===== src/rtl/dpsx_pkg.sv =====
package dpsx_pkg;

  typedef enum logic [3:0] {
    SEG_IDLE,
    SEG_SEL,
    SEG_SKIP,
    SEG_REQ,
    SEG_ABORT,
    SEG_DATA,
    SEG_LAST,
    SEG_POST,
    SEG_EXIT,
    SEG_UPD,
    SEG_RTI,
    SEG_IDLECLK,
    SEG_RESP
  } seg_e;

  localparam logic [2:0] CODE_OK   = 3'd1;
  localparam logic [2:0] CODE_WAIT = 3'd2;
  localparam logic [2:0] WIRE_OK   = 3'b010;
  localparam logic [2:0] WIRE_WAIT = 3'b001;

endpackage


===== src/rtl/dpsx_tck_gen.sv =====
module dpsx_tck_gen (
  input  logic clk,
  input  logic rst_n,
  input  logic tick,
  input  logic run,
  output logic tck,
  output logic lo_stb,
  output logic hi_stb
);

  logic phase;

  assign lo_stb = run & tick & ~phase;
  assign hi_stb = run & tick & phase;

  always_ff @(posedge clk or negedge rst_n) begin
    if (!rst_n) begin
      phase <= 1'b0;
      tck   <= 1'b1;
    end else if (lo_stb) begin
      phase <= 1'b1;
      tck   <= 1'b0;
    end else if (hi_stb) begin
      phase <= 1'b0;
      tck   <= 1'b1;
    end
  end


  tck_on_tick_chk: assert property (@(posedge clk) disable iff (!rst_n)
    !$stable(tck) |-> $past(tick));

endmodule


===== src/rtl/dpsx_ack_map.sv =====
module dpsx_ack_map
  import dpsx_pkg::*;
(
  input  logic [2:0] wire_ack,
  output logic [2:0] code
);

  always_comb begin
    unique case (wire_ack)
      WIRE_OK:   code = CODE_OK;
      WIRE_WAIT: code = CODE_WAIT;
      default:   code = wire_ack;
    endcase
  end

endmodule


===== src/rtl/dpsx_seq.sv =====
module dpsx_seq
  import dpsx_pkg::*;
#(
  parameter int DW     = 32,
  parameter int POS_W  = 4,
  parameter int IDLE_W = 8
) (
  input  logic              clk,
  input  logic              rst_n,
  input  logic              req_valid,
  output logic              req_ready,
  input  logic              req_rnw,
  input  logic [1:0]        req_addr,
  input  logic [DW-1:0]     req_wdata,
  input  logic              req_check,
  input  logic [POS_W-1:0]  chain_pos,
  input  logic [POS_W:0]    chain_len,
  input  logic [IDLE_W-1:0] idle_cnt,
  output logic              rsp_valid,
  input  logic              rsp_ready,
  output logic [2:0]        rsp_ack,
  output logic [DW-1:0]     rsp_rdata,
  input  logic              lo_stb,
  input  logic              hi_stb,
  output logic              run,
  input  logic              tdo,
  output logic              tms,
  output logic              tdi,
  output logic [2:0]        wire_ack,
  input  logic [2:0]        ack_code
);

  localparam int DW_BITS  = $clog2(DW) + 1;
  localparam int MAX_A    = (DW_BITS > POS_W + 2) ? DW_BITS : POS_W + 2;
  localparam int CNT_W    = (MAX_A > IDLE_W + 1) ? MAX_A : IDLE_W + 1;

  seg_e               seg, seg_nx;
  logic [CNT_W-1:0]   cnt, cnt_nx;
  logic               rnw_q, check_q;
  logic [POS_W-1:0]   pos_q;
  logic [POS_W:0]     after_q;
  logic [IDLE_W-1:0]  idle_q;
  logic [2:0]         req_sh, ack_sh, ack_q;
  logic [DW-1:0]      wr_sh, rd_sh;
  logic               last_bit, tms_bit, tdi_bit;

  assign req_ready = (seg == SEG_IDLE);
  assign rsp_valid = (seg == SEG_RESP);
  assign rsp_ack   = ack_q;
  assign rsp_rdata = rd_sh;
  assign run       = (seg != SEG_IDLE) && (seg != SEG_RESP);
  assign last_bit  = (cnt == CNT_W'(1));
  assign wire_ack  = {tdo, ack_sh[2:1]};

  // pin values for the bit of the current segment
  always_comb begin
    tms_bit = 1'b0;
    tdi_bit = 1'b1;
    unique case (seg)
      SEG_SEL, SEG_ABORT, SEG_EXIT, SEG_UPD: tms_bit = 1'b1;
      SEG_REQ:  tdi_bit = req_sh[0];
      SEG_DATA: tdi_bit = wr_sh[0];
      SEG_LAST: begin
        tms_bit = (after_q == '0);
        tdi_bit = wr_sh[0];
      end
      default: ;
    endcase
  end

  // segment sequencing at the end of each bit
  always_comb begin
    seg_nx = seg;
    cnt_nx = cnt - CNT_W'(1);
    if (last_bit) begin
      cnt_nx = CNT_W'(1);
      unique case (seg)
        SEG_SEL: begin
          seg_nx = SEG_SKIP;
          cnt_nx = CNT_W'(pos_q) + CNT_W'(2);
        end
        SEG_SKIP: begin
          seg_nx = SEG_REQ;
          cnt_nx = CNT_W'(3);
        end
        SEG_REQ: begin
          if (check_q && (ack_code != CODE_OK)) begin
            seg_nx = SEG_ABORT;
          end else begin
            seg_nx = SEG_DATA;
            cnt_nx = CNT_W'(DW - 1);
          end
        end
        SEG_ABORT: seg_nx = SEG_UPD;
        SEG_DATA:  seg_nx = SEG_LAST;
        SEG_LAST: begin
          if (after_q == '0) begin
            seg_nx = SEG_UPD;
          end else if (after_q == (POS_W+1)'(1)) begin
            seg_nx = SEG_EXIT;
          end else begin
            seg_nx = SEG_POST;
            cnt_nx = CNT_W'(after_q) - CNT_W'(1);
          end
        end
        SEG_POST: seg_nx = SEG_EXIT;
        SEG_EXIT: seg_nx = SEG_UPD;
        SEG_UPD:  seg_nx = SEG_RTI;
        SEG_RTI: begin
          if (check_q && (idle_q != '0)) begin
            seg_nx = SEG_IDLECLK;
            cnt_nx = CNT_W'(idle_q);
          end else begin
            seg_nx = SEG_RESP;
          end
        end
        SEG_IDLECLK: seg_nx = SEG_RESP;
        default: seg_nx = seg;
      endcase
    end
  end

  always_ff @(posedge clk or negedge rst_n) begin
    if (!rst_n) begin
      seg     <= SEG_IDLE;
      cnt     <= '0;
      rnw_q   <= 1'b0;
      check_q <= 1'b0;
      pos_q   <= '0;
      after_q <= '0;
      idle_q  <= '0;
      req_sh  <= '0;
      ack_sh  <= '0;
      ack_q   <= '0;
      wr_sh   <= '0;
      rd_sh   <= '0;
      tms     <= 1'b0;
      tdi     <= 1'b1;
    end else begin
      if (seg == SEG_IDLE && req_valid) begin
        seg     <= SEG_SEL;
        cnt     <= CNT_W'(1);
        rnw_q   <= req_rnw;
        check_q <= req_check;
        pos_q   <= chain_pos;
        after_q <= chain_len - (POS_W+1)'(chain_pos) - (POS_W+1)'(1);
        idle_q  <= idle_cnt;
        req_sh  <= {req_addr[1], req_addr[0], req_rnw};
        wr_sh   <= req_rnw ? '1 : req_wdata;
        rd_sh   <= '0;
        ack_sh  <= '0;
      end
      if (lo_stb) begin
        tms <= tms_bit;
        tdi <= tdi_bit;
      end
      if (hi_stb) begin
        if (seg == SEG_REQ) begin
          ack_sh <= wire_ack;
          req_sh <= {1'b1, req_sh[2:1]};
          if (last_bit) ack_q <= check_q ? ack_code : CODE_OK;
        end
        if (seg == SEG_DATA || seg == SEG_LAST) begin
          wr_sh <= {1'b1, wr_sh[DW-1:1]};
          if (rnw_q) rd_sh <= {tdo, rd_sh[DW-1:1]};
        end
        seg <= seg_nx;
        cnt <= cnt_nx;
        if (seg_nx == SEG_RESP) tdi <= 1'b1;
      end
      if (seg == SEG_RESP && rsp_ready) seg <= SEG_IDLE;
    end
  end


  rsp_hold_chk: assert property (@(posedge clk) disable iff (!rst_n)
    rsp_valid && !rsp_ready |=> rsp_valid && $stable(rsp_ack) && $stable(rsp_rdata));


  abort_cause_chk: assert property (@(posedge clk) disable iff (!rst_n)
    (seg == SEG_ABORT) |-> check_q && (ack_q != CODE_OK));


  rest_pins_chk: assert property (@(posedge clk) disable iff (!rst_n)
    rsp_valid |-> tdi && !tms);


  nocheck_ack_chk: assert property (@(posedge clk) disable iff (!rst_n)
    rsp_valid && !check_q |-> rsp_ack == CODE_OK);


  write_rdata_chk: assert property (@(posedge clk) disable iff (!rst_n)
    rsp_valid && !rnw_q |-> rsp_rdata == '0);

endmodule


===== src/rtl/dp_scan_xfer.sv =====
module dp_scan_xfer #(
  parameter int DW     = 32,
  parameter int POS_W  = 4,
  parameter int IDLE_W = 8
) (
  input  logic              clk,
  input  logic              rst_n,
  input  logic              tick,
  input  logic              req_valid,
  output logic              req_ready,
  input  logic              req_rnw,
  input  logic [1:0]        req_addr,
  input  logic [DW-1:0]     req_wdata,
  input  logic              req_check,
  input  logic [POS_W-1:0]  chain_pos,
  input  logic [POS_W:0]    chain_len,
  input  logic [IDLE_W-1:0] idle_cnt,
  output logic              rsp_valid,
  input  logic              rsp_ready,
  output logic [2:0]        rsp_ack,
  output logic [DW-1:0]     rsp_rdata,
  output logic              tck,
  output logic              tms,
  output logic              tdi,
  input  logic              tdo
);

  logic       run, lo_stb, hi_stb;
  logic [2:0] wire_ack, ack_code;

  dpsx_tck_gen u_tck (
    .clk    (clk),
    .rst_n  (rst_n),
    .tick   (tick),
    .run    (run),
    .tck    (tck),
    .lo_stb (lo_stb),
    .hi_stb (hi_stb)
  );

  dpsx_ack_map u_map (
    .wire_ack (wire_ack),
    .code     (ack_code)
  );

  dpsx_seq #(
    .DW     (DW),
    .POS_W  (POS_W),
    .IDLE_W (IDLE_W)
  ) u_seq (
    .clk       (clk),
    .rst_n     (rst_n),
    .req_valid (req_valid),
    .req_ready (req_ready),
    .req_rnw   (req_rnw),
    .req_addr  (req_addr),
    .req_wdata (req_wdata),
    .req_check (req_check),
    .chain_pos (chain_pos),
    .chain_len (chain_len),
    .idle_cnt  (idle_cnt),
    .rsp_valid (rsp_valid),
    .rsp_ready (rsp_ready),
    .rsp_ack   (rsp_ack),
    .rsp_rdata (rsp_rdata),
    .lo_stb    (lo_stb),
    .hi_stb    (hi_stb),
    .run       (run),
    .tdo       (tdo),
    .tms       (tms),
    .tdi       (tdi),
    .wire_ack  (wire_ack),
    .ack_code  (ack_code)
  );


  pins_steady_rise_chk: assert property (@(posedge clk) disable iff (!rst_n)
    $rose(tck) |-> $stable(tms) && $stable(tdi));


  ready_excl_chk: assert property (@(posedge clk) disable iff (!rst_n)
    req_ready |-> !rsp_valid && tck);

endmodule


===== config.mk =====
export PLATFORM = sky130hd
export DESIGN_NAME = dp_scan_xfer
export DESIGN_NICKNAME = d
export VERILOG_FILES = /design/src/rtl/dpsx_pkg.sv /design/src/rtl/dpsx_tck_gen.sv /design/src/rtl/dpsx_ack_map.sv /design/src/rtl/dpsx_seq.sv /design/src/rtl/dp_scan_xfer.sv
export SDC_FILE = /design/constraint.sdc
export NUM_CORES = 1
export LEC_CHECK = 0
export BUFFER_PORTS_ARGS = -buffer_cell sky130_fd_sc_hd__buf_2
export CAP_MARGIN = 20
export CORE_UTILIZATION = 51
export DETAILED_ROUTE_END_ITERATION = 10
export GPL_TIMING_DRIVEN = 0
export PLACE_DENSITY_LB_ADDON = 0.3
export SLEW_MARGIN = 5
export SYNTH_ARGS = -nofsm -noshare
export SYNTH_HDL_FRONTEND = slang
export SYNTH_SLANG_ARGS = --single-unit

===== constraint.sdc =====
create_clock -name clk -period 2 [get_ports clk]
set_clock_uncertainty 0.2 [all_clocks]
set_input_delay 0.1 -clock clk [delete_from_list [all_inputs] [get_ports clk]]
set_output_delay 0.1 -clock clk [all_outputs]
set_load 0.03 [all_outputs]

==> results by group <==
Logic synthesis
  • Seq cells post-synth: about 110
  • Sequential area share after synthesis: approximately half
  • Syn nets: 713
  • Ys flop type: dfrtp_1
  • Yosys warning count: 0
  • Synthesized instance count: between 600 and 700
  • Mean Syn Cell Area: between 8 and 9 um2
  • Post-synth cell types: 68
  • EDFF count, synth: 0
  • Post-synth ARST share: 100.0%
  • Mapped cell area: around 0.0056 mm2

Floorplanning
  • I/O pins: 99
  • Die Y: roughly 110 um
  • Core Box Area: around 0.010 mm2
  • Initial core utilization: a little over half
  • Die area: between 0.01 and 0.015 mm2
  • Die width: ~110 um
  • # rows: 37

Drt
  • Final WL: around 19 mm
  • DRC Markers: 0
  • Drt wl/cell: roughly 19 um
  • Via count: ~6000
  • Drt via density: 5.881
  • DR pass1 iterations: 5
  • Iteration-0 DRC count of the detailed router: 450
  • Post-DRT Antenna Nets: 0

Critical path
  • R2r setup slk: -0.19 ns
  • CP Launch Type: register
  • Crit end category: register
  • Crit-path cells: inv_2 -> ha_4 -> or4b_4 -> nor3_4 -> buf_6 -> a21oi_4 -> or2_1 -> a41o_1
  • Worst Path Required: around 2.2 ns
  • CP max stage delay: between 0.4 and 0.5 ns
  • Worst Setup Path Type: reg -> reg
  • CP arrival: ~2.4 ns
  • Critical path's slowest cell: or4b_4
  • Worst R2R Start: u_seq.cnt[1]$_DFFE_PN0P_
  • Max FO, Critical Path: 4
  • Reg2Reg Capture Point: u_seq.tdi$_DFF_PN1_
  • Worst-case reg-to-reg path depth: 8

Cells and area
  • Register area: 0.002709 mm2
  • Nets: between 900 and 1000
  • Fillcell total: about 530
  • Final Non-Filler Cells: between 900 and 1000
  • Footprint of the multi-input gates: between 0.003 and 0.004 mm2
  • Ant diodes: 0
  • Area delta synth->final: 56.90%
  • Layout cells sized above 1: between 40% and 50%

Power
  • Reg power frac: 33.9%
  • Psw: roughly 4.4 mW
  • Leak pwr: roughly 3.8 nW
  • Logic pwr share: between 50% and 60%
  • Clock share of power: between 10% and 20%
  • Net Sw Frac: 41.29%
  • Cell Int Power: about 6.3 mW
  • PwrDens: ~1200 mW/mm2
  • Maximum vdd drop: 0.8182 mV

Clock tree
  • Clock sinks: ~110
  • Reg clk slew, reported paths: between 0.1 and 0.15 ns
  • Max Root-Sink Buffers: 2
  • Root Buffer Master: clkbuf_8
  • CTS tree: built
  • Total clock buffers created by CTS: 9
  • Htree depth: 3
  • Worst-Skew Late Latency: 0.41 ns

STA
  • Max Freq: about 460 MHz
  • Worst Tran Pin Value: just over 0.8 ns
  • Worst setup margin: -0.1950 ns
  • Final hold viol count: 0
  • RSZ-0062 raised after global routing: yes
  • Period utilization: 109.7%
  • Worst hold slack: 0.1028 ns
  • Slew headroom: between 40 and 50%
  • Max-slew violation count: 0
  • Post-layout min period: approximately 2.2 ns
  • Setup tns final: -3.226 ns
  • Final Setup Violations: 73

Flow run
  • Max-cap violations: 0

Place
  • DP HPWL: between 10 and 15 mm
  • Port bufs: 97
  • Worst slack, placed: -0.4403 ns
  • Gp weighted congestion: approximately 0.92
  • Placed cell count: 877

Global routing
  • Total congestion overflow: 0
  • First-pass GRT wire length: 26.43 mm
  • Overall routing resource usage: between 20% and 30%
  • Vias in the first global route: between 5000 and 6000
  • Largest net degree at the start of global routing: 57
  • Antenna violations before repair: 0

Run status
  • Failing checks: negative setup slack
  • Status: finished, violations left

Min path
  • Hold Path Class: in -> async
worst max-delay path: cells and delay by family, from the launching register on:
| kind | cells | cell delay [ns] |
|---|---|---|
| AND/OR/NAND/NOR | 3 | 0.90 |
| flip-flops | 1 | 0.40 |
| AO/OA/AOI/OAI | 2 | 0.29 |
| buffers and inverters | 2 | 0.24 |
| adder cells (fa/ha/maj) | 1 | 0.12 |
synth_stat cells (all sizes together) (3+ instances only):
master / number / area share (%)
o31ai: 37 / 5.0
or3: 3 / 0.34
and2: 4 / 0.45
dfrtp: 106 / 47
a21oi: 10 / 0.96
clkbuf: 23 / 1.6
a31oi: 8 / 0.89
mux2: 3 / 0.60
xnor2: 4 / 0.63
nor2b: 4 / 0.45
xor2: 6 / 0.94
nor2: 54 / 3.6
a21boi: 3 / 0.47
o211ai: 3 / 0.40
o311ai: 3 / 0.47
ha: 10 / 2.2
nand2: 157 / 11
nor4: 3 / 0.60
or4: 3 / 0.42
buf: 23 / 2.1
and4bb: 3 / 0.67
nand3: 6 / 0.54
inv: 17 / 1.1
a22oi: 5 / 0.67
nor3: 39 / 3.7
o21ai: 60 / 5.4
timing repair:
item,4_1_cts,5_1_grt
setup buffers,16,22
gates resized for setup,67,219
hold endpoints to repair,114,0
pin swaps,6,51
cloned,0,12
endpoints found under the setup margin,106,98
hold buffers,57,0
cell families (layout without fill, tap and decap cells):
group	Yosys count	after routing	synth area share [%]
xor+xnor	10	10	1.565
flops	108	108	48.33
fa+ha+maj	11	11	2.593
buf+inv	63	283	4.807
compound gates	151	151	17.66
simple gates	297	297	24.44
mux	3	3	0.6036
worst max-delay path by stage:
stage | from | to | slack (ns) | cells after the start
global placement | rst_n | u_seq.rsp_rdata[8]$_DFF_PN0_ | -0.56 | 1
global route | u_seq.cnt[1]$_DFFE_PN0P_ | u_seq.tdi$_DFF_PN1_ | -0.26 | 8
CTS | u_seq.cnt[1]$_DFFE_PN0P_ | u_seq.tdi$_DFF_PN1_ | -0.17 | 8
detailed placement | u_seq.cnt[1]$_DFFE_PN0P_ | u_seq.cnt[4]$_DFFE_PN0P_ | -0.44 | 8
finish | u_seq.cnt[1]$_DFFE_PN0P_ | u_seq.tdi$_DFF_PN1_ | -0.19 | 8
floorplan | u_seq.cnt[1]$_DFFE_PN0P_ | u_seq.tdi$_DFF_PN1_ | -0.1 | 7
flip-flops by register name, summed over array words and instances (netlist names), 4 cells and up:
name,flops
u_seq.after_q,5
u_seq.cnt,9
u_seq.wr_sh,32
u_seq.pos_q,4
u_seq.rsp_rdata,32
u_seq.seg,4
u_seq.idle_q,8
cell usage in the layout, fill, tap and decap left out, types with 6 or more instances in the layout:
cell type        n
o21ai_2          9
inv_1           16
dlygate4sd3_1   57
clkbuf_2         7
nor3_1           8
buf_4           35
nand2_4          6
nor2_2          10
nor3_2          27
ha_1             7
o21ai_0         13
clkbuf_8        12
o31ai_2         18
dfrtp_1        103
buf_6           22
buf_2          100
a31oi_1          6
nand2_2         24
nor2_4          11
buf_8           10
nand2_1        124
o31ai_1         17
clkbuf_16        7
o21ai_1         37
nor2_1          33
stage by stage:
step	total power, mW	util (%)	instance area [um2]
after floorplan	5.923	-	5782
after global placement	6.725	61.53	6437
after detailed placement	6.885	61.82	6467
after CTS	9.025	72.95	7632
after global routing	11.23	83.93	8781
final	10.72	83.93	8781
final cells by class:
| type | instances | share of cell area [%] |
|---|---|---|
| Multi-Input combinational cell | 472 | 39.91 |
| Sequential cell | 108 | 30.85 |
| Timing Repair Buffer | 205 | 18.37 |
| Buffer | 45 | 5.614 |
| Tap cell | 136 | 1.938 |
| Clock buffer | 9 | 1.411 |
| Clock inverter | 7 | 1.183 |
| Inverter | 17 | 0.7267 |
power by group through the flow:
stage / Sequential [mW] / Clock, mW / Combinational, mW
5_1_grt: 3.70 / 1.65 / 5.88
4_1_cts: 3.47 / 1.57 / 3.98
3_3_place_gp: 3.46 / 0 / 3.27
3_5_place_dp: 3.49 / 0 / 3.39
6_report: 3.63 / 1.56 / 5.53
2_1_floorplan: 3.42 / 0 / 2.50
metal layers:
metal  track usage [%]  vias to the layer above  part of all wire, %
met5                 0                        -                    0
met4             9.100                        0                  3.1
met3             6.261                       51                  5.3
met2             49.91                      244                   53
met1             38.18                     2912                   39
li1                  -                     2668                    -
Power figures use the tool's default switching activity.
